===== src/rtl/fbp_pkg.sv =====
package fbp_pkg;
  localparam int DATA_W  = 8;
  localparam int N_FIFO  = 6;
  localparam int SEL_W   = 3;

  localparam logic [2:0] A_DATA = 3'd0;
  localparam logic [2:0] A_SEL  = 3'd1;
  localparam logic [2:0] A_CTRL = 3'd2;
  localparam logic [2:0] A_STAT = 3'd3;
  localparam logic [2:0] A_FLAG = 3'd4;

  localparam logic [7:0] SEL_MASK  = 8'h07;
  localparam logic [7:0] CTRL_KEEP = 8'h09;  // ownership + push mode
  localparam int B_PUSH = 0;
  localparam int B_RXF  = 1;
  localparam int B_TXF  = 2;
  localparam int B_OWN  = 3;

  typedef struct packed {
    logic             valid;
    logic [SEL_W-1:0] idx;
  } sel_t;

  // Non-linear code-to-FIFO mapping.
  function automatic sel_t decode_sel(input logic [SEL_W-1:0] code);
    sel_t s;
    s.valid = 1'b0;
    s.idx   = '0;
    if (code == 3'd6) begin
      s.valid = 1'b1;
      s.idx   = 3'd0;
    end else if (code >= 3'd1 && code <= 3'd5) begin
      s.valid = 1'b1;
      s.idx   = code;
    end
    return s;
  endfunction

  function automatic int unsigned wrap_inc(input int unsigned p, input int unsigned depth);
    return (p == depth - 1) ? 0 : p + 1;
  endfunction

  function automatic logic [7:0] pack_status(input int unsigned cnt, input logic full,
                                             input logic empty);
    return {1'b0, empty, full, 5'(cnt)};
  endfunction
endpackage


===== src/rtl/fbp_regs.sv =====
module fbp_regs
  import fbp_pkg::*;
(
  input  logic             clk,
  input  logic             rst_n,
  input  logic             wr,
  input  logic [2:0]       addr,
  input  logic [7:0]       wdata,
  output logic [SEL_W-1:0] sel_code,
  output logic             push_mode,
  output logic             fw_own,
  output logic             tx_flush,
  output logic             rx_flush,
  output logic [7:0]       sel_rb,
  output logic [7:0]       ctrl_rb
);
  logic [7:0] sel_q;
  logic [7:0] ctrl_q;
  logic       wr_sel, wr_ctrl;

  assign wr_sel  = wr && (addr == A_SEL);
  assign wr_ctrl = wr && (addr == A_CTRL);

  always_ff @(posedge clk) begin
    if (!rst_n) begin
      sel_q    <= '0;
      ctrl_q   <= '0;
      tx_flush <= 1'b0;
      rx_flush <= 1'b0;
    end else begin
      if (wr_sel)  sel_q  <= wdata & SEL_MASK;
      if (wr_ctrl) ctrl_q <= wdata & CTRL_KEEP;
      tx_flush <= wr_ctrl && wdata[B_TXF];
      rx_flush <= wr_ctrl && wdata[B_RXF];
    end
  end

  assign sel_code  = sel_q[SEL_W-1:0];
  assign push_mode = ctrl_q[B_PUSH];
  assign fw_own    = ctrl_q[B_OWN];
  assign sel_rb    = sel_q;
  assign ctrl_rb   = ctrl_q | {5'b0, tx_flush, rx_flush, 1'b0};
endmodule


===== src/rtl/fbp_byte_fifo.sv =====
module fbp_byte_fifo
  import fbp_pkg::*;
#(
  parameter int DEPTH = 16,
  parameter int AW    = $clog2(DEPTH),
  parameter int CW    = $clog2(DEPTH + 1)
) (
  input  logic              clk,
  input  logic              rst_n,
  input  logic              push,
  input  logic              pop,
  input  logic [DATA_W-1:0] wdata,
  input  logic              flush,
  input  logic              clr_ovf,
  input  logic              clr_udf,
  output logic [DATA_W-1:0] head,
  output logic [CW-1:0]     count,
  output logic              full,
  output logic              empty,
  output logic              ovf,
  output logic              udf
);
  logic [DATA_W-1:0] mem [DEPTH];
  logic [AW-1:0]     rd_ptr, wr_ptr;
  logic              do_push, do_pop, push_drop, pop_miss;

  assign empty     = (count == '0);
  assign full      = (count == CW'(DEPTH));
  assign do_pop    = pop && !empty && !flush;
  assign do_push   = push && (!full || do_pop) && !flush;
  assign push_drop = push && !do_push && !flush;
  assign pop_miss  = pop && empty && !flush;
  assign head      = empty ? '0 : mem[rd_ptr];

  always_ff @(posedge clk) begin
    if (!rst_n) begin
      rd_ptr <= '0;
      wr_ptr <= '0;
      count  <= '0;
      ovf    <= 1'b0;
      udf    <= 1'b0;
    end else begin
      if (flush) begin
        rd_ptr <= '0;
        wr_ptr <= '0;
        count  <= '0;
      end else begin
        if (do_push) wr_ptr <= AW'(wrap_inc(int'(wr_ptr), DEPTH));
        if (do_pop)  rd_ptr <= AW'(wrap_inc(int'(rd_ptr), DEPTH));
        count <= count + CW'(do_push) - CW'(do_pop);
      end
      if (clr_ovf)        ovf <= 1'b0;
      else if (push_drop) ovf <= 1'b1;
      if (clr_udf)        udf <= 1'b0;
      else if (pop_miss)  udf <= 1'b1;
    end
  end

  always_ff @(posedge clk) begin
    if (do_push) mem[wr_ptr] <= wdata;
  end
endmodule


===== src/rtl/fbp_route.sv =====
module fbp_route
  import fbp_pkg::*;
#(
  parameter int NF = N_FIFO
) (
  input  logic                      fw_own,
  input  logic                      push_mode,
  input  logic [SEL_W-1:0]          sel_code,
  input  logic                      data_wr,
  input  logic                      data_rd,
  input  logic [DATA_W-1:0]         reg_wdata,
  input  logic                      eng_push,
  input  logic                      eng_pop,
  input  logic [SEL_W-1:0]          eng_idx,
  input  logic [DATA_W-1:0]         eng_wdata,
  input  logic [NF-1:0][DATA_W-1:0] heads,
  output logic [NF-1:0]             push_vec,
  output logic [NF-1:0]             pop_vec,
  output logic [DATA_W-1:0]         fifo_wdata,
  output logic [DATA_W-1:0]         data_rdata,
  output logic [DATA_W-1:0]         eng_rdata,
  output logic                      sel_valid,
  output logic [SEL_W-1:0]          sel_idx,
  output logic                      fw_push_evt,
  output logic                      fw_pop_evt
);
  sel_t sel;
  logic eng_ok;

  assign sel         = decode_sel(sel_code);
  assign sel_valid   = sel.valid;
  assign sel_idx     = sel.idx;
  assign fw_push_evt = fw_own && push_mode && data_wr && sel.valid;
  assign fw_pop_evt  = fw_own && !push_mode && data_rd && sel.valid;
  assign eng_ok      = !fw_own && (int'(eng_idx) < NF);
  assign fifo_wdata  = fw_own ? reg_wdata : eng_wdata;

  for (genvar i = 0; i < NF; i++) begin : g_steer
    assign push_vec[i] = fw_own ? (fw_push_evt && sel.idx == SEL_W'(i))
                                : (eng_ok && eng_push && eng_idx == SEL_W'(i));
    assign pop_vec[i]  = fw_own ? (fw_pop_evt && sel.idx == SEL_W'(i))
                                : (eng_ok && eng_pop && eng_idx == SEL_W'(i));
  end

  always_comb begin
    data_rdata = '0;
    eng_rdata  = '0;
    for (int i = 0; i < NF; i++) begin
      if (fw_pop_evt && sel.idx == SEL_W'(i)) data_rdata = heads[i];
      if (eng_ok && eng_idx == SEL_W'(i))     eng_rdata  = heads[i];
    end
  end
endmodule


===== src/rtl/fifo_bypass_port.sv =====
module fifo_bypass_port
  import fbp_pkg::*;
#(
  parameter int DEPTH = 16,
  localparam int AW = $clog2(DEPTH),
  localparam int CW = $clog2(DEPTH + 1)
) (
  input  logic        clk,
  input  logic        rst_n,
  input  logic        reg_wr,
  input  logic        reg_rd,
  input  logic [2:0]  reg_addr,
  input  logic [7:0]  reg_wdata,
  output logic [7:0]  reg_rdata,
  input  logic        eng_push,
  input  logic        eng_pop,
  input  logic [2:0]  eng_idx,
  input  logic [7:0]  eng_wdata,
  output logic [7:0]  eng_rdata,
  output logic        eng_grant
);
  logic [SEL_W-1:0]              sel_code, sel_idx;
  logic                          push_mode, fw_own, tx_flush, rx_flush, sel_valid;
  logic [7:0]                    sel_rb, ctrl_rb, data_rdata, stat_rb, flag_rb;
  logic                          data_wr, data_rd, fw_push_evt, fw_pop_evt;
  logic [N_FIFO-1:0]             push_vec, pop_vec, full_all, empty_all, ovf_all, udf_all;
  logic [N_FIFO-1:0]             flush_vec, clr_ovf_vec, clr_udf_vec;
  logic [N_FIFO-1:0][DATA_W-1:0] head_all;
  logic [N_FIFO-1:0][CW-1:0]     cnt_all;
  logic [DATA_W-1:0]             fifo_wdata;

  assign data_wr   = reg_wr && (reg_addr == A_DATA);
  assign data_rd   = reg_rd && (reg_addr == A_DATA);
  assign eng_grant = !fw_own;

  fbp_regs u_regs (
    .clk(clk), .rst_n(rst_n), .wr(reg_wr), .addr(reg_addr), .wdata(reg_wdata),
    .sel_code(sel_code), .push_mode(push_mode), .fw_own(fw_own),
    .tx_flush(tx_flush), .rx_flush(rx_flush), .sel_rb(sel_rb), .ctrl_rb(ctrl_rb)
  );

  fbp_route #(.NF(N_FIFO)) u_route (
    .fw_own(fw_own), .push_mode(push_mode), .sel_code(sel_code),
    .data_wr(data_wr), .data_rd(data_rd), .reg_wdata(reg_wdata),
    .eng_push(eng_push), .eng_pop(eng_pop), .eng_idx(eng_idx), .eng_wdata(eng_wdata),
    .heads(head_all), .push_vec(push_vec), .pop_vec(pop_vec), .fifo_wdata(fifo_wdata),
    .data_rdata(data_rdata), .eng_rdata(eng_rdata), .sel_valid(sel_valid),
    .sel_idx(sel_idx), .fw_push_evt(fw_push_evt), .fw_pop_evt(fw_pop_evt)
  );

  for (genvar i = 0; i < N_FIFO; i++) begin : g_fifo
    logic hit;
    assign hit            = sel_valid && (sel_idx == SEL_W'(i));
    assign flush_vec[i]   = hit && (tx_flush || rx_flush);
    assign clr_ovf_vec[i] = hit && tx_flush;
    assign clr_udf_vec[i] = hit && rx_flush;

    fbp_byte_fifo #(.DEPTH(DEPTH), .AW(AW), .CW(CW)) u_fifo (
      .clk(clk), .rst_n(rst_n), .push(push_vec[i]), .pop(pop_vec[i]),
      .wdata(fifo_wdata), .flush(flush_vec[i]), .clr_ovf(clr_ovf_vec[i]),
      .clr_udf(clr_udf_vec[i]), .head(head_all[i]), .count(cnt_all[i]),
      .full(full_all[i]), .empty(empty_all[i]), .ovf(ovf_all[i]), .udf(udf_all[i])
    );
  end

  always_comb begin
    stat_rb = '0;
    flag_rb = '0;
    for (int i = 0; i < N_FIFO; i++) begin
      if (sel_valid && sel_idx == SEL_W'(i)) begin
        stat_rb = pack_status(int'(cnt_all[i]), full_all[i], empty_all[i]);
        flag_rb = {6'b0, udf_all[i], ovf_all[i]};
      end
    end
  end

  always_comb begin
    unique case (reg_addr)
      A_DATA:  reg_rdata = data_rdata;
      A_SEL:   reg_rdata = sel_rb;
      A_CTRL:  reg_rdata = ctrl_rb;
      A_STAT:  reg_rdata = stat_rb;
      A_FLAG:  reg_rdata = flag_rb;
      default: reg_rdata = '0;
    endcase
  end
endmodule


===== config.mk =====
export PLATFORM = sky130hd
export DESIGN_NAME = fifo_bypass_port
export DESIGN_NICKNAME = d
export VERILOG_FILES = /design/src/rtl/fbp_pkg.sv /design/src/rtl/fbp_regs.sv /design/src/rtl/fbp_byte_fifo.sv /design/src/rtl/fbp_route.sv /design/src/rtl/fifo_bypass_port.sv
export SDC_FILE = /design/constraint.sdc
export NUM_CORES = 1
export LEC_CHECK = 0
export BUFFER_PORTS_ARGS = -buffer_cell sky130_fd_sc_hd__buf_2
export CORE_MARGIN = 8
export CORE_UTILIZATION = 40
export CTS_CLUSTER_DIAMETER = 40
export DETAILED_ROUTE_END_ITERATION = 8
export PLACE_DENSITY = 0.55
export SETUP_SLACK_MARGIN = 0.02
export SYNTH_ARGS = -nofsm -noshare
export SYNTH_HDL_FRONTEND = slang
export SYNTH_SLANG_ARGS = --single-unit

===== constraint.sdc =====
create_clock -name clk -period 3.5 [get_ports clk]
set_input_delay 0.35 -clock clk [delete_from_list [all_inputs] [get_ports clk]]
set_output_delay 0.35 -clock clk [all_outputs]
set_load 0.05 [all_outputs]

==> results.toml, run 1 <==
[run_status]
status = "finished with violations"
violations = "negative setup slack"

[placement]
hpwl_mm = 65.9
io_buffers = 44
gp_congestion = 0.934
placed_cells = 3640

[pwr]
ir_drop_uv = 409
p_leak_nw = 15.4
combPwrFrac_pct = 10.4
switching_share_pct = 23.9
p_total_mw = 27.7
power_density_mw_per_mm2 = 590
seqPwrFrac_pct = 42.8
intPower_mw = 21.0
switchingPower_mw = 6.61
p_clk_share_pct = 46.9

[finish]
layout_common_cells = "edfxtp_1, buf_4, mux4_2"
layout.nets = 2681
drive_gt1_share_pct = 33.8
area_growth_syn_to_layout_pct = 25.4
final_common_cell = "edfxtp_1"
final-instance-count-excl-fill = 3939

[clocking]
htreeDepth = 3
cts.path.max_buffers = 3
cts_buffers = 118
path_clk_slew_ns = 0.06
cts-root-buf = "clkbuf_16"
cts_tree = "built"
clkSinkCount = 889
clock_latency_ns = 0.69

[worst_setup_path]
worstSetupStartpointType = "flip-flop"
cp_slowest_cell = "mux4_2"
criticalPathCategory = "flip-flop to output pin"
worstPathMaxFanout = 5
crit_top_cell = "mux4_2"
path_buf_inv = 2
path_delay_family = "multiplexers"
required_ns = 3.15
r2r_start = "u_regs.sel_rb[0]"
critPathMaxStageDelay_ns = 0.58
timing.critical_path.cells = "buf_12 > mux4_2 > mux4_2 > a222oi_1 > nand3_1 > buf_6"
critPathArrivalTime_ns = 3.30
cp-end-kind = "output pin"

[global_routing]
grt_max_degree = 97
grtUsageTotal_pct = 19.2
antenna_found_initial = 5
grt_pass1_wl_mm = 147
grt_pass1_vias = 22200
grt_overflow_total = 0

[timing]
hold_viol = 0
max_slew_margin_pct = 18.8
rsz0062_at_grt = "true"
max_freq_ghz = 0.274
setup_violations = 10
clock_skew_ns = 0.0167
finalMaxSlewViolations = 0
fin_ws_ns = -0.149
fin_crit_sh_pct = 104
post-route-min-period_ns = 3.65
worst_slew_pin_slew_ns = 1.22

[floorplanning]
design.core.area_sq_mm = 0.0930
io-pin-count = 45
die_w_um = 322
rows = 112
initial_core_util_pct = 40.2
die_h_um = 322
dieArea_sq_mm = 0.104

[route]
route.final.wire_length_mm = 101
drc = 0
firstDrtPassIters = 7
drt_iter0_markers = 1954
via_count = 21700
wl_per_cell_um = 25.6
postRouteAntennaNets = 0
detail_route.vias_per_cell = 5.51

[yosys]
synth_top_area_share_pct = 61.7
synth_area_sq_mm = 0.0374
synth_edf_count = 768
synthArstFlopShare_pct = 0
syn_area_per_cell_sq_um = 16.6
yosysSeqAreaShare_pct = 68.2
synth.distinct_cells = 79
synthCells = 2254
synth_flop_cell = "edfxtp_1"
synthTopCellsByArea = "edfxtp_1, mux4_2, dfxtp_1, mux2i_1, ha_1"
yosysWarningCount = 0
synth-seq-cells = 889
synth_nets = 2354
synth_top_area_cell = "edfxtp_1"

[min_path]
hold_start = "rst_n"
hold_class = "input port to flip-flop"

[job]
cap_violations = 0
-- per-layer routing --
metal	vias to the layer above	share of wire (%)	wire length [um]	global-route usage, %
li1	9627	-	-	-
met1	11200	43	43700	26.1
met2	669	47	47100	30.3
met3	176	6.8	6870	4.46
met4	6	3.0	3000	6.96
met5	-	0.035	35	0
-- final timing paths --
check,endpoint,slack (ns),depth (start not counted)
worst max-delay path,eng_rdata[0],-0.15,6
worst max register to register,g_fifo[3].u_fifo.count[4],0.28,16
worst min register to register,g_fifo[4].u_fifo.udf,0.51,2
worst min-delay path,u_regs.rx_flush,0.12,2
-- flip-flops by register name (all words and copies together), names as in the netlist, named ones only --
signal                cells
g_fifo.u_fifo.mem       768
g_fifo.u_fifo.wr_ptr     24
u_regs.ctrl_q             2
g_fifo.u_fifo.count      30
g_fifo.u_fifo.udf         6
g_fifo.u_fifo.ovf         6
g_fifo.u_fifo.rd_ptr     24
u_regs.rx_flush           1
u_regs.sel_rb             3
u_regs.tx_flush           1
-- cell type report --
cell class	count	area (sq um)
fill	7630	46200
tap	1254	1570
clock buffer	136	3160
clock inverter	87	1210
sequential	889	25600
multi-input combinational	1180	12000
antenna	1	2.50
timing repair buffer	315	3080
inverter	77	293
-- repair_timing --
item,4_1_cts,5_1_grt
cloned,10,2
hold endpoints to repair,7,0
pin swaps,33,35
gates resized for setup,190,61
hold buffers,4,0
buffers inserted,43,20
endpoints found under the setup margin,16,15
-- logic make-up (layout without fill, tap and decap cells) --
group | after synthesis | after routing | share of synthesized area, %
other cells | 0 | 1 | 0
mux | 306 | 306 | 14.7
fa+ha+maj | 72 | 72 | 2.53
buf+inv | 185 | 615 | 2.15
compound gates | 296 | 296 | 5.31
xor+xnor | 30 | 30 | 0.703
simple gates | 476 | 476 | 6.40
flops | 889 | 889 | 68.2
-- Yosys cell counts (8+ instances only) --
| master | instances |
|---|---|
| a211oi_1 | 18 |
| nand2_1 | 97 |
| o22ai_1 | 27 |
| a21oi_1 | 89 |
| nand2b_1 | 23 |
| o21ai_0 | 40 |
| nor3b_1 | 10 |
| a22oi_1 | 23 |
| nor2_1 | 176 |
| edfxtp_1 | 768 |
| or3_1 | 15 |
| mux2i_1 | 93 |
| and2_1 | 13 |
| mux4_2 | 194 |
| a31oi_1 | 21 |
| clkbuf_1 | 42 |
| xor2_1 | 22 |
| dfxtp_1 | 121 |
| a32oi_1 | 8 |
| buf_1 | 16 |
| buf_2 | 38 |
| inv_1 | 74 |
| and3_1 | 13 |
| mux2_2 | 19 |
| ha_1 | 66 |
| nor2b_1 | 12 |
| xnor2_1 | 8 |
| nand3_1 | 30 |
| a221oi_1 | 10 |
| nor3_1 | 32 |
-- through the flow --
step	setup WS (ns)	setup TNS, ns	utilization [%]	hold slack (ns)	instance area [sq um]
finish	-0.149	-0.734	50.4	0.118	46900
global route	-0.207	-1.64	50.4	0.108	46900
CTS	-0.182	-1.30	49.8	0.0733	46400
detailed placement	-0.261	-0.261	43.5	0.503	40500
global placement	-0.357	-0.357	43.5	0.486	40500
floorplan	0.180	0	-	0.472	37400
-- power by group through the flow --
stage               registers [mW]  clock network (mW)  logic [mW]
floorplan                     12.0                   0        1.41
global placement              12.0                   0        2.26
detailed placement            12.0                   0        2.30
CTS                           11.8                13.2        2.66
global route                  11.8                13.6        3.05
finish                        11.8                13.0        2.87
(Power assumes the default switching activity.)
==> inputs of run 2 (changes only) <==
RECOVER_POWER = 100   (was default)
==> run 2 against run 1 <==
- the run still ends with negative setup slack left
- sequential power is essentially flat
- sequential cell count unchanged
- count of clock-buffer cells in the layout is the same
- wire length about the same
- combinational power shrank 1%
- cell count about the same
- critical path depth unchanged
- first-iteration DRC count is 3.5% higher
- die area unchanged
- sequential share of layout area increased by 0.42 points
- maximum frequency barely moved
- design area is 0.78% lower
- critical endpoint unchanged
- highest routed layer unchanged
==> results.toml, run 2 (synthesized netlist as in run 1, its figures left out) <==
[pwr]
power_density_mw_per_mm2 = 594
switchingPower_mw = 6.59
p_clk_share_pct = 46.9
p_total_mw = 27.6
seqPwrFrac_pct = 42.8
combPwrFrac_pct = 10.2
p_leak_nw = 15.2
switching_share_pct = 23.9
intPower_mw = 21.0
ir_drop_uv = 410

[global_routing]
grt_pass1_wl_mm = 147
grt_max_degree = 97
antenna_found_initial = 5
grt_pass1_vias = 22200
grt_overflow_total = 0
grtUsageTotal_pct = 19.2

[finish]
post-route-util_pct = 50.0
final-instance-count-excl-fill = 3940
area_growth_syn_to_layout_pct = 24.4
largest_reg_flops = 768
final_common_cell = "edfxtp_1"
finalInstanceArea_sq_mm = 0.0465
drive_gt1_share_pct = 32.0
largest-register = "g_fifo.u_fifo.mem"
layout.nets = 2681
reg_top3 = "g_fifo.u_fifo.mem: 768 flops, g_fifo.u_fifo.count: 30 flops"
layout_common_cells = "edfxtp_1, mux4_2, nor2_1"

[clocking]
clkSinkCount = 889
path_clk_slew_ns = 0.06
cts.path.max_buffers = 3
htreeDepth = 3
cts-root-buf = "clkbuf_16"
cts_buffers = 118
clock_latency_ns = 0.69
cts_tree = "built"

[run_status]
violations = "negative setup slack"
status = "finished with violations"

[worst_setup_path]
criticalPathCategory = "flip-flop to output pin"
cp-end-kind = "output pin"
required_ns = 3.15
worstPathMaxFanout = 5
critPathArrivalTime_ns = 3.30
worstSetupStartpointType = "flip-flop"

[route]
firstDrtPassIters = 8
detail_route.vias_per_cell = 5.52
wl_per_cell_um = 25.5
drt_iter0_markers = 2023
drc = 0
postRouteAntennaNets = 0
via_count = 21800
route.final.wire_length_mm = 101

[floorplanning]
design.core.area_sq_mm = 0.0930
die_h_um = 322
io-pin-count = 45
die_w_um = 322
dieArea_sq_mm = 0.104
rows = 112
initial_core_util_pct = 40.2

[timing]
max_slew_margin_pct = 13.6
fin_ws_ns = -0.147
worst_slew_pin_slew_ns = 1.30
fin_crit_sh_pct = 104
hold_viol = 0
rsz0062_at_grt = "true"
clock_skew_ns = 0.0187
setup_violations = 10
post-route-min-period_ns = 3.65
hold_slack_ns = 0.122
max_freq_ghz = 0.274
finalMaxSlewViolations = 0
setup-tns-final_ns = -0.756

[job]
cap_violations = 0

[placement]
placed_cells = 3640
gp_congestion = 0.934
post_dp_cell_area_sq_mm = 0.0405
io_buffers = 44
hpwl_mm = 65.9
dp_slack_ns = -0.261

[min_path]
hold_class = "input port to flip-flop"
run 2: cell types whose count changed in the layout (fill, tap and decap cells not counted), moves of 4 or more:
cell	before	now
a211oi_2	8	4
a211oi_1	14	20
and2_0	0	6
mux2_4	8	4
clkbuf_2	0	36
and2_1	12	6
clkbuf_1	9	45
nor3_2	7	3
nor3_1	29	33
buf_4	216	146
run 2: layer usage:
layer  global-route usage [%]  routed length [um]
met2                     30.3               47000
met5                        0                  35
met4                     6.96                3070
met3                     4.46                6930
met1                     26.1               43500
run 2: what timing repair did:
| item | CTS | global route |
|---|---|---|
| hold buffers | 4 | 0 |
| gates cloned | 10 | 2 |
| hold endpoints to repair | 7 | 0 |
| pin swaps | 33 | 35 |
| endpoints found under the setup margin | 16 | 15 |
| gates resized for setup | 190 | 61 |
| setup buffers | 43 | 20 |
run 2: critical path, stage by stage, from the launching register on:
cell,delay (ns)
dfxtp_4,0.41
buf_12,0.15
mux4_2,0.51
mux4_2,0.58
a222oi_1,0.45
nand3_1,0.27
buf_6,0.23
run 2: final cells by class:
class                           instances  area, sq um
Antenna cell                            2         5.00
Clock buffer                          136         3160
Clock inverter                         87         1210
Fill cell                            7699        46500
Inverter                               77          293
Multi-Input combinational cell       1180        11900
Sequential cell                       889        25500
Tap cell                             1254         1570
Timing Repair Buffer                  315         2820
run 2: power by group through the flow:
stage	registers [mW]	clock network, mW	logic [mW]
5_1_grt	11.8	13.6	3.01
2_1_floorplan	12.0	0	1.41
3_5_place_dp	12.0	0	2.30
3_3_place_gp	12.0	0	2.26
4_1_cts	11.8	13.2	2.66
6_report	11.8	13.0	2.83
run 2: worst paths after layout:
path | to | from | slack [ns] | cells past startpoint
worst max-delay path | eng_rdata[0] | flip-flop | -0.15 | 6
worst min-delay path | u_regs.rx_flush | rst_n | 0.12 | 2
worst max register to register | g_fifo[3].u_fifo.count[4] | u_regs.sel_rb[0] | 0.03 | 16
worst min register to register | g_fifo[4].u_fifo.udf | g_fifo[4].u_fifo.udf | 0.51 | 2
==> inputs of run 3 (changes only) <==
CORE_ASPECT_RATIO = 1.1   (was default)
==> run 3 against run 2 <==
- count of clock-buffer cells in the layout grew 12
- combinational power down 4%
- critical path depth unchanged
- the flow finishes with violations (max-capacitance violations, max-slew violations, negative setup slack)
- wire length is 2.0% lower
- highest routed layer unchanged
- sequential power about the same
- design area fell by 0.39%
- setup slack worse by 0.052 ns
- sequential share of layout area up 0.20 points
==> results.toml, run 3 (synthesized netlist as in run 1, its figures left out) <==
[pwr]
p_total_mw = 27.6
p_leak_nw = 15.2
power_density_mw_per_mm2 = 595
ir_drop_uv = 434

[finish]
area_growth_syn_to_layout_pct = 23.9
largest_reg_flops = 768
reg_top3 = "g_fifo.u_fifo.mem: 768 flops, g_fifo.u_fifo.count: 30 flops"
layout.nets = 2710
largest-register = "g_fifo.u_fifo.mem"
drive_gt1_share_pct = 31.8
finalInstanceArea_sq_mm = 0.0463
final_common_cell = "edfxtp_1"
final-instance-count-excl-fill = 3969
multi_input_area_sq_mm = 0.0117
num-fill-cells = 7677
regArea_sq_mm = 0.0255
layout_common_cells = "edfxtp_1, mux4_2, nor2_1"
post-route-util_pct = 50.0

[run_status]
status = "finished with violations"
violations = "max-capacitance violations, max-slew violations, negative setup slack"

[route]
route.final.wire_length_mm = 98.5
via_count = 21600
postRouteAntennaNets = 0
met1Wirelength_mm = 42.3
wl_met2_mm = 47.9
wl_met3_mm = 5.64
highest_layer = "met5"
firstDrtPassIters = 5
wl_per_cell_um = 24.8
detail_route.vias_per_cell = 5.43
drt_iter0_markers = 1803
drc = 0

[timing]
fin_crit_sh_pct = 106
finalMaxSlewViolations = 130
clock_skew_ns = 0.0306
worst_slew_pin_slew_ns = 1.89
rsz0062_at_grt = "true"
max_freq_ghz = 0.270
hold_viol = 0
setup_violations = 21
max_slew_margin_pct = -26.1
post-route-min-period_ns = 3.70
fin_ws_ns = -0.199

[global_routing]
grtUsageTotal_pct = 18.9
grt_overflow_total = 0
grt_pass1_vias = 22100
grt_max_degree = 97
grt_pass1_wl_mm = 146
antenna_found_initial = 2

[floorplanning]
die_h_um = 337
die_w_um = 308
initial_core_util_pct = 40.4
design.core.area_sq_mm = 0.0927
rows = 117
io-pin-count = 45
dieArea_sq_mm = 0.104

[worst_setup_path]
reg2regPathDepth = 4
worstPathMaxFanout = 6
critPathMaxStageDelay_ns = 0.61
cp_slowest_cell = "mux4_2"
r2r-end = "g_fifo[4].u_fifo.mem[0][2]"
r2r_setup_slack_ns = 0
crit_top_cell = "mux4_2"
cp_num_cells = 6
criticalPathCategory = "flip-flop to output pin"
worstSetupStartpointType = "flip-flop"
timing.critical_path.cells = "buf_12 > mux4_2 > mux4_2 > a222oi_1 > nand3_1 > buf_6"
critPathArrivalTime_ns = 3.35
r2r_start = "u_regs.ctrl_q[3]"
path_buf_inv = 2
required_ns = 3.15
cp-end-kind = "output pin"
path_delay_family = "multiplexers"

[clocking]
htreeDepth = 4
cts.path.max_buffers = 3
clkSinkCount = 889
path_clk_slew_ns = 0.05
clock_latency_ns = 0.71
cts_buffers = 130
cts_tree = "built"
cts-root-buf = "clkbuf_16"

[job]
cap_violations = 3

[min_path]
hold_class = "input port to flip-flop"
hold_start = "reg_wr"
whs_path_depth = 4
hold_end = "u_regs.sel_rb[1]"

[placement]
dp_slack_ns = 0.125
post_dp_cell_area_sq_mm = 0.0404
gp_congestion = 0.939
placed_cells = 3642
hpwl_mm = 65.1
io_buffers = 44
[run 3: changes by cell type in the layout (fill, tap and decap cells not counted), moves of 5 or more]
cell       previous run  this run
clkinv_1              6        15
clkbuf_16           124       137
clkinv_4             16         9
buf_12               32        21
buf_6                15        26
dfxtp_2               3         8
bufinv_16            22        11
clkbuf_2             36        48
inv_6                11        24
[run 3: worst max-delay path by stage]
stage / start / slack, ns / end
after global placement: flip-flop / 0.14 / reg_rdata[3]
after floorplan: flip-flop / 0.18 / reg_rdata[3]
after global routing: flip-flop / -0.25 / eng_rdata[0]
after detailed placement: flip-flop / 0.12 / reg_rdata[3]
after CTS: flip-flop / -0.29 / eng_rdata[0]
final: flip-flop / -0.20 / eng_rdata[0]
[run 3: area by class of cell]
cell class	instances	share of cell area, %
Sequential cell	889	55.1
Inverter	77	0.632
Multi-Input combinational cell	1180	25.4
Antenna cell	3	0.0162
Tap cell	1249	3.37
Clock buffer	148	7.39
Timing Repair Buffer	332	5.99
Clock inverter	91	2.12
[run 3: timing repair]
item / in CTS / in global routing
hold buffers: 4 / 0
pin swaps: 21 / 34
cloned: 7 / 4
endpoints found under the hold margin: 5 / 0
resized for setup: 162 / 86
setup endpoints to repair: 16 / 16
setup buffers: 34 / 39
[run 3: power breakdown]
part	internal, mW	total, mW	switching (mW)
registers	11.7	11.8	0.146
clock network	8.02	13.0	5.01
logic	1.10	2.72	1.62
[run 3: per-layer routing]
metal	track usage [%]	vias to the layer above
met2	31.1	619
met1	25.5	11100
met5	0	-
met3	3.54	164
met4	5.73	2
li1	-	9708
[run 3: worst reg2reg max path, stage by stage, from the launching register on]
cell and delay [ns]:
dfxtp_1 0.43, clkbuf_1 0.46, buf_4 0.31, mux2_1 1.26
buf_4 0.70
[run 3: metrics by stage]
stage	hold WS, ns	TNS, ns
floorplan	0.472	0
global placement	0.495	0
detailed placement	0.508	0
CTS	0.0932	-1.11
global route	0.268	-29.08
finish	0.284	-0.690
